## config.mk

```make
export PLATFORM = sky130hd
export DESIGN_NAME = dsm_capture
export DESIGN_NICKNAME = d
export VERILOG_FILES = /design/src/rtl/dsm_cap_pkg.sv /design/src/rtl/dsm_pin_cond.sv /design/src/rtl/dsm_clk_sampler.sv /design/src/rtl/dsm_manch_dec.sv /design/src/rtl/dsm_clk_watch.sv /design/src/rtl/dsm_capture.sv
export SDC_FILE = /design/constraint.sdc
export NUM_CORES = 1
export LEC_CHECK = 0
export ABC_CLOCK_PERIOD_IN_PS = 3300
export BUFFER_PORTS_ARGS = -buffer_cell sky130_fd_sc_hd__clkbuf_2
export CORE_UTILIZATION = 35
export DETAILED_ROUTE_END_ITERATION = 10
export SETUP_SLACK_MARGIN = 0.15
export SLEW_MARGIN = 5
export SYNTH_ARGS = -nofsm -noshare
export SYNTH_HDL_FRONTEND = slang
export SYNTH_HIERARCHICAL = 1
export SYNTH_SLANG_ARGS = --single-unit
```

## constraint.sdc

```tcl
create_clock -name clk -period 3.3 [get_ports clk]
set_input_delay 0.99 -clock clk [delete_from_list [all_inputs] [get_ports clk]]
set_output_delay 0.99 -clock clk [all_outputs]
set_load 0.005 [all_outputs]
```

## src/rtl/dsm_cap_pkg.sv

```systemverilog
package dsm_cap_pkg;

    typedef enum logic [1:0] {
        CAP_SAME   = 2'd0,
        CAP_HALF   = 2'd1,
        CAP_MANCH  = 2'd2,
        CAP_DOUBLE = 2'd3
    } cap_mode_e;

    // Conditioned pin: current level plus a change flag versus previous level
    typedef struct packed {
        logic lvl;
        logic chg;
    } pin_ev_t;

    // One recovered modulator bit
    typedef struct packed {
        logic valid;
        logic value;
    } beat_t;

    function automatic logic ev_rise(pin_ev_t e);
        return e.chg & e.lvl;
    endfunction

    function automatic logic ev_fall(pin_ev_t e);
        return e.chg & ~e.lvl;
    endfunction

    function automatic logic mode_uses_clock(cap_mode_e m);
        return m != CAP_MANCH;
    endfunction

endpackage

```

## src/rtl/dsm_pin_cond.sv

```systemverilog
module dsm_pin_cond
    import dsm_cap_pkg::*;
#(
    parameter int STAGES = 2   // synchronizer depth, must be at least 2
) (
    input  logic    clk,
    input  logic    rst,
    input  logic    pin,
    input  logic    sync_en,
    output pin_ev_t ev
);
    localparam int LAST = STAGES - 1;

    logic [STAGES-1:0] chain;
    logic              cur;
    logic              prev;

    always_ff @(posedge clk) begin
        if (rst) begin
            chain <= '0;
        end else begin
            chain <= {chain[STAGES-2:0], pin};
        end
    end

    // Bypass keeps a single register so that edge detection stays registered
    assign cur = sync_en ? chain[LAST] : chain[0];

    always_ff @(posedge clk) begin
        if (rst) begin
            prev <= 1'b0;
        end else begin
            prev <= cur;
        end
    end

    always_comb begin
        ev.lvl = cur;
        ev.chg = cur ^ prev;
    end

endmodule

```

## src/rtl/dsm_clk_sampler.sv

```systemverilog
module dsm_clk_sampler
    import dsm_cap_pkg::*;
(
    input  logic      clk,
    input  logic      rst,
    input  logic      clr,
    input  cap_mode_e mode,
    input  pin_ev_t   ck,
    input  logic      dat,
    output beat_t     beat
);
    logic phase;   // 0 = next rising edge captures in double-rate mode
    logic take;

    always_comb begin
        case (mode)
            CAP_SAME:   take = ev_rise(ck);
            CAP_HALF:   take = ck.chg;
            CAP_DOUBLE: take = ev_rise(ck) & ~phase;
            default:    take = 1'b0;
        endcase
    end

    always_ff @(posedge clk) begin
        if (rst || clr) begin
            phase <= 1'b0;
            beat  <= '0;
        end else begin
            if (mode == CAP_DOUBLE && ev_rise(ck)) begin
                phase <= ~phase;
            end
            beat.valid <= take;
            if (take) begin
                beat.value <= dat;
            end
        end
    end

endmodule

```

## src/rtl/dsm_manch_dec.sv

```systemverilog
module dsm_manch_dec
    import dsm_cap_pkg::*;
#(
    parameter int CNT_W = 8
) (
    input  logic    clk,
    input  logic    rst,
    input  logic    clr,
    input  logic    en,
    input  pin_ev_t d,
    output beat_t   beat
);
    localparam logic [CNT_W-1:0] SAT = '1;
    localparam logic [CNT_W-1:0] ONE = CNT_W'(1);

    logic [CNT_W-1:0] gap;        // cycles since last transition
    logic [CNT_W-1:0] since_mid;  // cycles since last accepted mid-bit
    logic [CNT_W-1:0] per;        // learned bit period
    logic [CNT_W+1:0] lhs;
    logic [CNT_W+1:0] rhs;
    logic             mid_ok;

    // since_mid >= 3/4 * per, evaluated as 4*since_mid >= 3*per
    always_comb begin
        lhs    = {since_mid, 2'b00};
        rhs    = {2'b00, per} + {1'b0, per, 1'b0};
        mid_ok = lhs >= rhs;
    end

    always_ff @(posedge clk) begin
        if (rst || clr || !en) begin
            gap       <= SAT;
            since_mid <= SAT;
            per       <= '0;
            beat      <= '0;
        end else begin
            beat.valid <= 1'b0;
            if (d.chg) begin
                gap <= ONE;
                if (gap != SAT && gap > per) begin
                    per <= gap;
                end
                if (mid_ok) begin
                    beat.valid <= 1'b1;
                    beat.value <= d.lvl;
                    since_mid  <= ONE;
                end else if (since_mid != SAT) begin
                    since_mid <= since_mid + ONE;
                end
            end else begin
                if (gap != SAT) begin
                    gap <= gap + ONE;
                end else begin
                    per <= '0;
                end
                if (since_mid != SAT) begin
                    since_mid <= since_mid + ONE;
                end
            end
        end
    end

endmodule

```

## src/rtl/dsm_clk_watch.sv

```systemverilog
module dsm_clk_watch #(
    parameter int LIMIT = 64
) (
    input  logic clk,
    input  logic rst,
    input  logic en,
    input  logic edge_seen,
    output logic fail
);
    localparam int            CW     = $clog2(LIMIT + 1);
    localparam logic [CW-1:0] LIM_M1 = CW'(LIMIT - 1);

    logic [CW-1:0] quiet;

    always_ff @(posedge clk) begin
        if (rst || !en) begin
            quiet <= '0;
            fail  <= 1'b0;
        end else if (edge_seen) begin
            quiet <= '0;
            fail  <= 1'b0;
        end else begin
            if (quiet == LIM_M1) begin
                fail <= 1'b1;
            end else begin
                quiet <= quiet + 1'b1;
            end
        end
    end

endmodule

```

## src/rtl/dsm_capture.sv

```systemverilog
module dsm_capture
    import dsm_cap_pkg::*;
#(
    parameter int SYNC_STAGES = 2,
    parameter int MAN_CNT_W   = 8,
    parameter int FAIL_LIMIT  = 64
) (
    input  logic       clk,
    input  logic       rst,
    input  logic       mod_clk_pin,
    input  logic       mod_dat_pin,
    input  logic [1:0] mode_sel,
    input  logic       clk_sync_en,
    input  logic       dat_sync_en,
    input  logic       fail_irq_en,
    output logic       bit_out,
    output logic       bit_valid,
    output logic       clk_fail,
    output logic       clk_fail_irq
);
    cap_mode_e mode;
    cap_mode_e mode_q;
    logic      mode_clr;
    pin_ev_t   clk_ev;
    pin_ev_t   dat_ev;
    beat_t     smp_beat;
    beat_t     man_beat;
    beat_t     sel_beat;

    assign mode = cap_mode_e'(mode_sel);

    always_ff @(posedge clk) begin
        if (rst) begin
            mode_q <= CAP_SAME;
        end else begin
            mode_q <= mode;
        end
    end

    assign mode_clr = (mode != mode_q);

    dsm_pin_cond #(.STAGES(SYNC_STAGES)) u_clk_cond (
        .clk     (clk),
        .rst     (rst),
        .pin     (mod_clk_pin),
        .sync_en (clk_sync_en),
        .ev      (clk_ev)
    );

    dsm_pin_cond #(.STAGES(SYNC_STAGES)) u_dat_cond (
        .clk     (clk),
        .rst     (rst),
        .pin     (mod_dat_pin),
        .sync_en (dat_sync_en),
        .ev      (dat_ev)
    );

    dsm_clk_sampler u_sampler (
        .clk  (clk),
        .rst  (rst),
        .clr  (mode_clr),
        .mode (mode),
        .ck   (clk_ev),
        .dat  (dat_ev.lvl),
        .beat (smp_beat)
    );

    dsm_manch_dec #(.CNT_W(MAN_CNT_W)) u_manch (
        .clk  (clk),
        .rst  (rst),
        .clr  (mode_clr),
        .en   (mode == CAP_MANCH),
        .d    (dat_ev),
        .beat (man_beat)
    );

    dsm_clk_watch #(.LIMIT(FAIL_LIMIT)) u_watch (
        .clk       (clk),
        .rst       (rst),
        .en        (mode_uses_clock(mode)),
        .edge_seen (clk_ev.chg),
        .fail      (clk_fail)
    );

    assign sel_beat     = (mode == CAP_MANCH) ? man_beat : smp_beat;
    assign bit_out      = sel_beat.value;
    assign bit_valid    = sel_beat.valid;
    assign clk_fail_irq = clk_fail & fail_irq_en;

endmodule

```

==> impl_metrics.toml, run 1 <==
[placed_design]
hpwl_um = 3590
placedCellCount = 400
routabilityCongestion = 0.780
io_buffers = 12
place_ws_ns = 0.142

[route]
antenna_left = 0
via_per_inst = 4.98
wl_per_cell_um = 11.8
routed-via-count = 2032
drtIter0Drc = 74
drt_pass1_iterations = 4
wirelength_um = 4830
drc = 0

[floorplanning]
rows = 31
die_w_um = 89.7
die_height_um = 89.7
die_area_sq_um = 8040
design.core.area_sq_um = 7330
pin_count = 13
initial_core_util_pct = 36.7

[synth]
syn-cell-area_sq_um = 2690
synthTopCellsByArea = "dfxtp_1, ha_1, mux2i_1"
yosysTopAreaCell = "dfxtp_1"
synth_nets = 330
synth.top_cell.area_share_pct = 33.5
async_flop_share_pct = 0
synth-main-ff-cell = "dfxtp_1"
ys_ff_latch = 45
synth_cell_types = 57
ys_seq_area_share_pct = 33.5
synth-edff-count = 0
synth.avg_cell_area_sq_um = 9.15
ys.warnings.count = 6
syn_inst = 294

[setup_path]
cp_max_fo = 11
crit_top_cell = "a21oi_2"
critPathRequiredTime_ns = 3.49
slowest_delay_ns = 0.46
path_buf_inv = 1
cp_slowest_cell = "fa_1"
cp.arrival_ns = 3.11
crit_chain = "inv_1 > fa_1 > nor2b_1 > o21ai_1 > a21oi_2 > o211a_1 > a211oi_1 > ha_1 > a211o_1 > a21oi_2 > o22ai_4 > or3_1"
crit_path_start_kind = "flop"
end_kind = "flop"
r2r_slack_ns = 0.38
critPathTopFamily = "compound AO/OA/AOI/OAI gates"
crit_type = "reg -> reg"
cp_num_cells = 12
rr_worst_depth = 12

[run_status]
status = "finished, final reports clean"

[grt]
grt_max_degree = 26
grt-ovfl-total = 0
grt_pass1_vias = 1871
grt.total_usage_pct = 13.1
grt_pass1_wl_um = 8400
antenna_found_initial = 0

[pwr]
p_seq_share_pct = 51.4
swShare_pct = 24.2
power_frac_comb_pct = 8.6
leakagePower_uw = 0.00124
power_density_nw_per_um2 = 364
clkPwrFrac_pct = 39.9
switching_power_uw = 263
vdd_drop_max_v = 0.000274
p_int_uw = 825

[cts]
cts.sinks = 45
htreeDepth = 2
clock_latency_ns = 0.30
clockRootBuffer = "clkbuf_8"
cts_tree = "built"
numCtsBuffers = 5
cts_buffer_depth = 2
holdBufCountCts = 0
cts_setup_buffers = 0
clk_pin_slew_ns = 0.10

[sta]
hold_viol = 0
setup_ws_ns = 0.384
finalMaxSlewViolations = 0
timing.fmax_mhz = 343
setup_tns_ns = 0
skew_ns = 0.0126
rsz0062_at_grt = "false"
worst_pin_slew_ns = 0.399
fin_crit_ns = 2.92
min_period_over_period_pct = 88.4
slew_headroom_pct = 73.2
setup_violations = 0

[run]
cap_violations = 0

[layout]
fin_util_pct = 40.7
fin_nets = 344
drive_above_1_share_pct = 15.2
syn2layout_area_growth_pct = 11.0
instances_no_fill = 408
diodes = 0

[hold_path]
hp-class = "reg -> reg"
min_delay_path_depth = 2
## cells in the final DEF, fill, tap and decap left out, drive strengths merged, types with 2 or more instances in the layout
| cell | count |
|---|---|
| o22ai | 2 |
| a31oi | 4 |
| o21ai | 18 |
| buf | 3 |
| nand2 | 35 |
| nor2 | 12 |
| mux2 | 2 |
| a211oi | 4 |
| o21bai | 2 |
| nor3 | 2 |
| xor2 | 6 |
| a21o | 3 |
| xnor2 | 9 |
| o31ai | 5 |
| and2 | 5 |
| o211a | 2 |
| or3 | 5 |
| mux2i | 17 |
| and4 | 2 |
| nor3b | 2 |
| o21a | 3 |
| nand3 | 11 |
| nand2b | 3 |
| a21oi | 12 |
| and3 | 7 |
| inv | 17 |
| clkbuf | 17 |
| dfxtp | 45 |
| ha | 26 |
| nand4 | 5 |
| nor2b | 10 |
## cells in the mapped netlist (2+ instances only)
master and count:
dfxtp_1 45, nand2_1 35, ha_1 26, o21ai_0 17
inv_1 16, mux2i_1 15, a21oi_1 11, nor2_1 11
nor2b_1 9, xnor2_1 9, nand3_1 8, and3_1 6
xor2_1 6, o31ai_1 5, or3_1 5, a31oi_1 4
nand4_1 4, a21o_1 3, and2_1 3, nand2b_1 3
o21a_1 3, a211oi_1 2, a211oi_2 2, buf_2 2
buf_4 2, buf_6 2, clkbuf_1 2, mux2_4 2
mux2i_2 2, nand3_4 2, nor3_1 2, nor3b_1 2
o211a_1 2, o21bai_1 2, o22ai_1 2
## per-layer routing
metal  part of all wire (%)  track usage (%)  wire length [um]
met1                     50             17.2              2390
met2                     47             21.9              2280
met3                    1.8             2.19                88
met4                    1.3             4.33                63
met5                      0                0                 0
## final timing paths
| path | end | startpoint |
|---|---|---|
| worst min-delay path | u_watch/fail | u_watch/fail |
| worst min register to register | u_watch/fail | u_watch/fail |
| worst max-delay path | u_manch/since_mid[0] | u_manch/per[1] |
| worst max register to register | u_manch/since_mid[0] | u_manch/per[1] |
## kinds of logic (layout without fill, tap and decap cells)
| kind of cell | Yosys count | in the layout | synth area share, % |
|---|---|---|---|
| fa+ha+maj | 27 | 27 | 12.8 |
| xor+xnor | 15 | 15 | 4.88 |
| flops | 45 | 45 | 33.5 |
| simple gates | 105 | 105 | 22.2 |
| mux | 19 | 19 | 7.72 |
| compound gates | 59 | 59 | 14.6 |
| buf+inv | 24 | 39 | 4.28 |
## cell type report
class | count | area, sq um
tap | 99 | 124
multi-input combinational | 225 | 1700
timing repair buffer | 15 | 82.6
inverter | 16 | 60.1
clock inverter | 3 | 48.8
clock buffer | 5 | 68.8
sequential | 45 | 901
fill | 721 | 4340
## worst min-delay path, stage by stage (launching register included)
cell and delay [ns]:
dfxtp_1 0.33, inv_1 0.05, a21oi_1 0.05
## metrics by stage
stage | hold slack [ns] | power, uW | area, sq um
final | 0.462 | 1090 | 2990
after detailed placement | 0.450 | 665 | 2840
after global placement | 0.442 | 663 | 2840
after CTS | 0.466 | 1110 | 2970
after global routing | 0.490 | 1140 | 2990
after floorplan | 0.434 | 642 | 2690
## power groups by stage
stage | registers (uW) | logic, uW | clock network [uW]
final | 560 | 94.0 | 434
after detailed placement | 572 | 92.0 | 0
after global placement | 572 | 90.4 | 0
after floorplan | 571 | 71.6 | 0
after CTS | 560 | 93.9 | 452
after global routing | 561 | 105 | 472
## state kept, by name, summed over array words and instances (netlist names)
register           count
mode_q                 2
u_clk_cond/chain       2
u_clk_cond/prev        1
u_dat_cond/chain       2
u_dat_cond/prev        1
u_manch/beat           2
u_manch/gap            8
u_manch/per            8
u_manch/since_mid      8
u_sampler/beat         2
u_sampler/phase        1
u_watch/fail           1
u_watch/quiet          7
## repair_timing
| action | in CTS | in global routing |
|---|---|---|
| endpoints found under the setup margin | 6 | 4 |
| hold endpoints to repair | 0 | 0 |
| pin swaps | 0 | 1 |
| resized for setup | 1 | 6 |
Note: power is estimated with default switching activity, not from simulation.
==> inputs of run 2 (changes only) <==
--- a/config.mk
+++ b/config.mk
@@ -7,6 +7,7 @@
 export LEC_CHECK = 0
 export ABC_CLOCK_PERIOD_IN_PS = 3300
 export BUFFER_PORTS_ARGS = -buffer_cell sky130_fd_sc_hd__clkbuf_2
+export CORE_MARGIN = 2
 export CORE_UTILIZATION = 35
 export DETAILED_ROUTE_END_ITERATION = 10
 export SETUP_SLACK_MARGIN = 0.15
==> impl_metrics.toml, run 2 (synthesized netlist as in run 1, its figures left out) <==
[run_status]
status = "finished, final reports clean"

[sta]
whs_ns = 0.456
setup_violations = 0
setup_tns_ns = 0
min_period_over_period_pct = 89.0
finalMaxSlewViolations = 0
setup_ws_ns = 0.363
slew_headroom_pct = 74.2
rsz0062_at_grt = "false"
timing.fmax_mhz = 340
hold_viol = 0
fin_crit_ns = 2.94
skew_ns = 0.0119
worst_pin_slew_ns = 0.386

[setup_path]
critPathRequiredTime_ns = 3.50
r2r-start = "u_manch/per[1]"
end_kind = "flop"
rr_endpoint = "u_manch/since_mid[0]"
cp_max_fo = 8
crit_path_start_kind = "flop"
crit_type = "reg -> reg"
rr_worst_depth = 12
r2r_slack_ns = 0.36
cp.arrival_ns = 3.14

[layout]
layout_commonest_cell = "dfxtp_1"
fin_nets = 346
multi_input_area_sq_um = 1710
fillers = 713
regArea_sq_um = 901
diodes = 0
top_regs = "u_manch/gap (8), u_manch/per (8), u_manch/since_mid (8)"
final_cell_mix = "dfxtp_1, nand2_1, ha_1"
final_cell_area_sq_um = 3010
syn2layout_area_growth_pct = 11.7
drive_above_1_share_pct = 16.1

[pwr]
swShare_pct = 24.3
clkPwrFrac_pct = 39.9
p_seq_share_pct = 51.2
leakagePower_uw = 0.00125
power_frac_comb_pct = 8.9
power_uw = 1090
p_int_uw = 828
vdd_drop_max_v = 0.000234
power_density_nw_per_um2 = 364
switching_power_uw = 266

[hold_path]
holdPathEnd = "u_watch/fail"
min_delay_path_depth = 2
hp-class = "reg -> reg"
holdCritStartpoint = "u_watch/fail"

[route]
drtIter0Drc = 70
wl_per_cell_um = 11.9
antenna_left = 0
routed-via-count = 2024
wirelength_um = 4880
drt_pass1_iterations = 4
drc = 0
via_per_inst = 4.94

[grt]
grt-ovfl-total = 0
grt.total_usage_pct = 12.1
antenna_found_initial = 0
grt_pass1_wl_um = 8540
grt_pass1_vias = 1921
grt_max_degree = 26

[floorplanning]
initial_core_util_pct = 36.7
die_area_sq_um = 8410
pin_count = 13
design.core.area_sq_um = 7330
die_height_um = 91.7
die_w_um = 91.7
rows = 31

[cts]
clock_latency_ns = 0.31
cts_tree = "built"
cts_buffer_depth = 2
clockRootBuffer = "clkbuf_8"
holdBufCountCts = 0
htreeDepth = 2
cts.sinks = 45
numCtsBuffers = 5
clk_pin_slew_ns = 0.09

[run]
cap_violations = 0

[placed_design]
routabilityCongestion = 0.766
placed_cell_area_sq_um = 2840
place_ws_ns = 0.131
hpwl_um = 3600
io_buffers = 12
run 2: cell types whose count changed in the layout (fill, tap and decap cells not counted):
cell,delta
buf_4,+2
a211oi_1,-1
a211oi_2,+1
run 2: metal layers:
layer  track usage, %  vias up  part of all wire (%)
met5                0        -                     0
met4             4.10        0                   1.7
met3             2.22        6                   1.5
met2             20.6       13                    47
met1             15.4      938                    50
li1                 -     1067                     -
run 2: worst max-delay path by stage:
stage	to	cells past startpoint	startpoint	slack (ns)
after floorplan	u_manch/since_mid[0]	12	u_manch/per[1]	0.62
final	u_manch/since_mid[0]	12	u_manch/per[1]	0.36
after detailed placement	u_manch/beat[0]	12	u_manch/per[1]	0.13
after CTS	u_manch/since_mid[0]	12	u_manch/per[1]	0.25
after global routing	u_manch/since_mid[0]	12	u_manch/per[1]	0.16
after global placement	u_manch/since_mid[0]	12	u_manch/per[1]	0.26
run 2: area by class of cell:
class / count / share of cell area, %
Inverter: 16 / 2.00
Clock inverter: 3 / 1.62
Multi-Input combinational cell: 225 / 56.8
Clock buffer: 5 / 2.29
Tap cell: 99 / 4.12
Timing Repair Buffer: 17 / 3.25
Sequential cell: 45 / 30.0
run 2: what timing repair did:
action                     4_1_cts  5_1_grt
gates resized for setup          1        7
setup buffers                    0        2
setup endpoints to repair        4       10
gates cloned                     0        0
pin swaps                        0        2
run 2: through the flow:
| stage | cells | utilization, % |
|---|---|---|
| 2_1_floorplan | 294 | - |
| 5_1_grt | 410 | 41.0 |
| 3_3_place_gp | 400 | 38.8 |
| 4_1_cts | 408 | 40.5 |
| 6_report | 410 | 41.0 |
| 3_5_place_dp | 400 | 38.8 |
run 2: power by group through the flow:
stage	logic [uW]	clock network [uW]	registers [uW]
floorplan	71.6	0	571
global placement	90.4	0	572
detailed placement	91.8	0	572
CTS	93.3	454	560
global route	109	476	561
finish	97.5	436	560
run 2: worst max-delay path, cell delays in order (launching register included):
cell	delay, ns
dfxtp_1	0.40
inv_1	0.11
fa_1	0.47
nor2b_1	0.12
o21ai_1	0.09
a21oi_2	0.19
o211a_1	0.17
a211oi_2	0.04
ha_1	0.30
o21a_1	0.13
o211ai_1	0.27
o22ai_4	0.17
or3_1	0.36
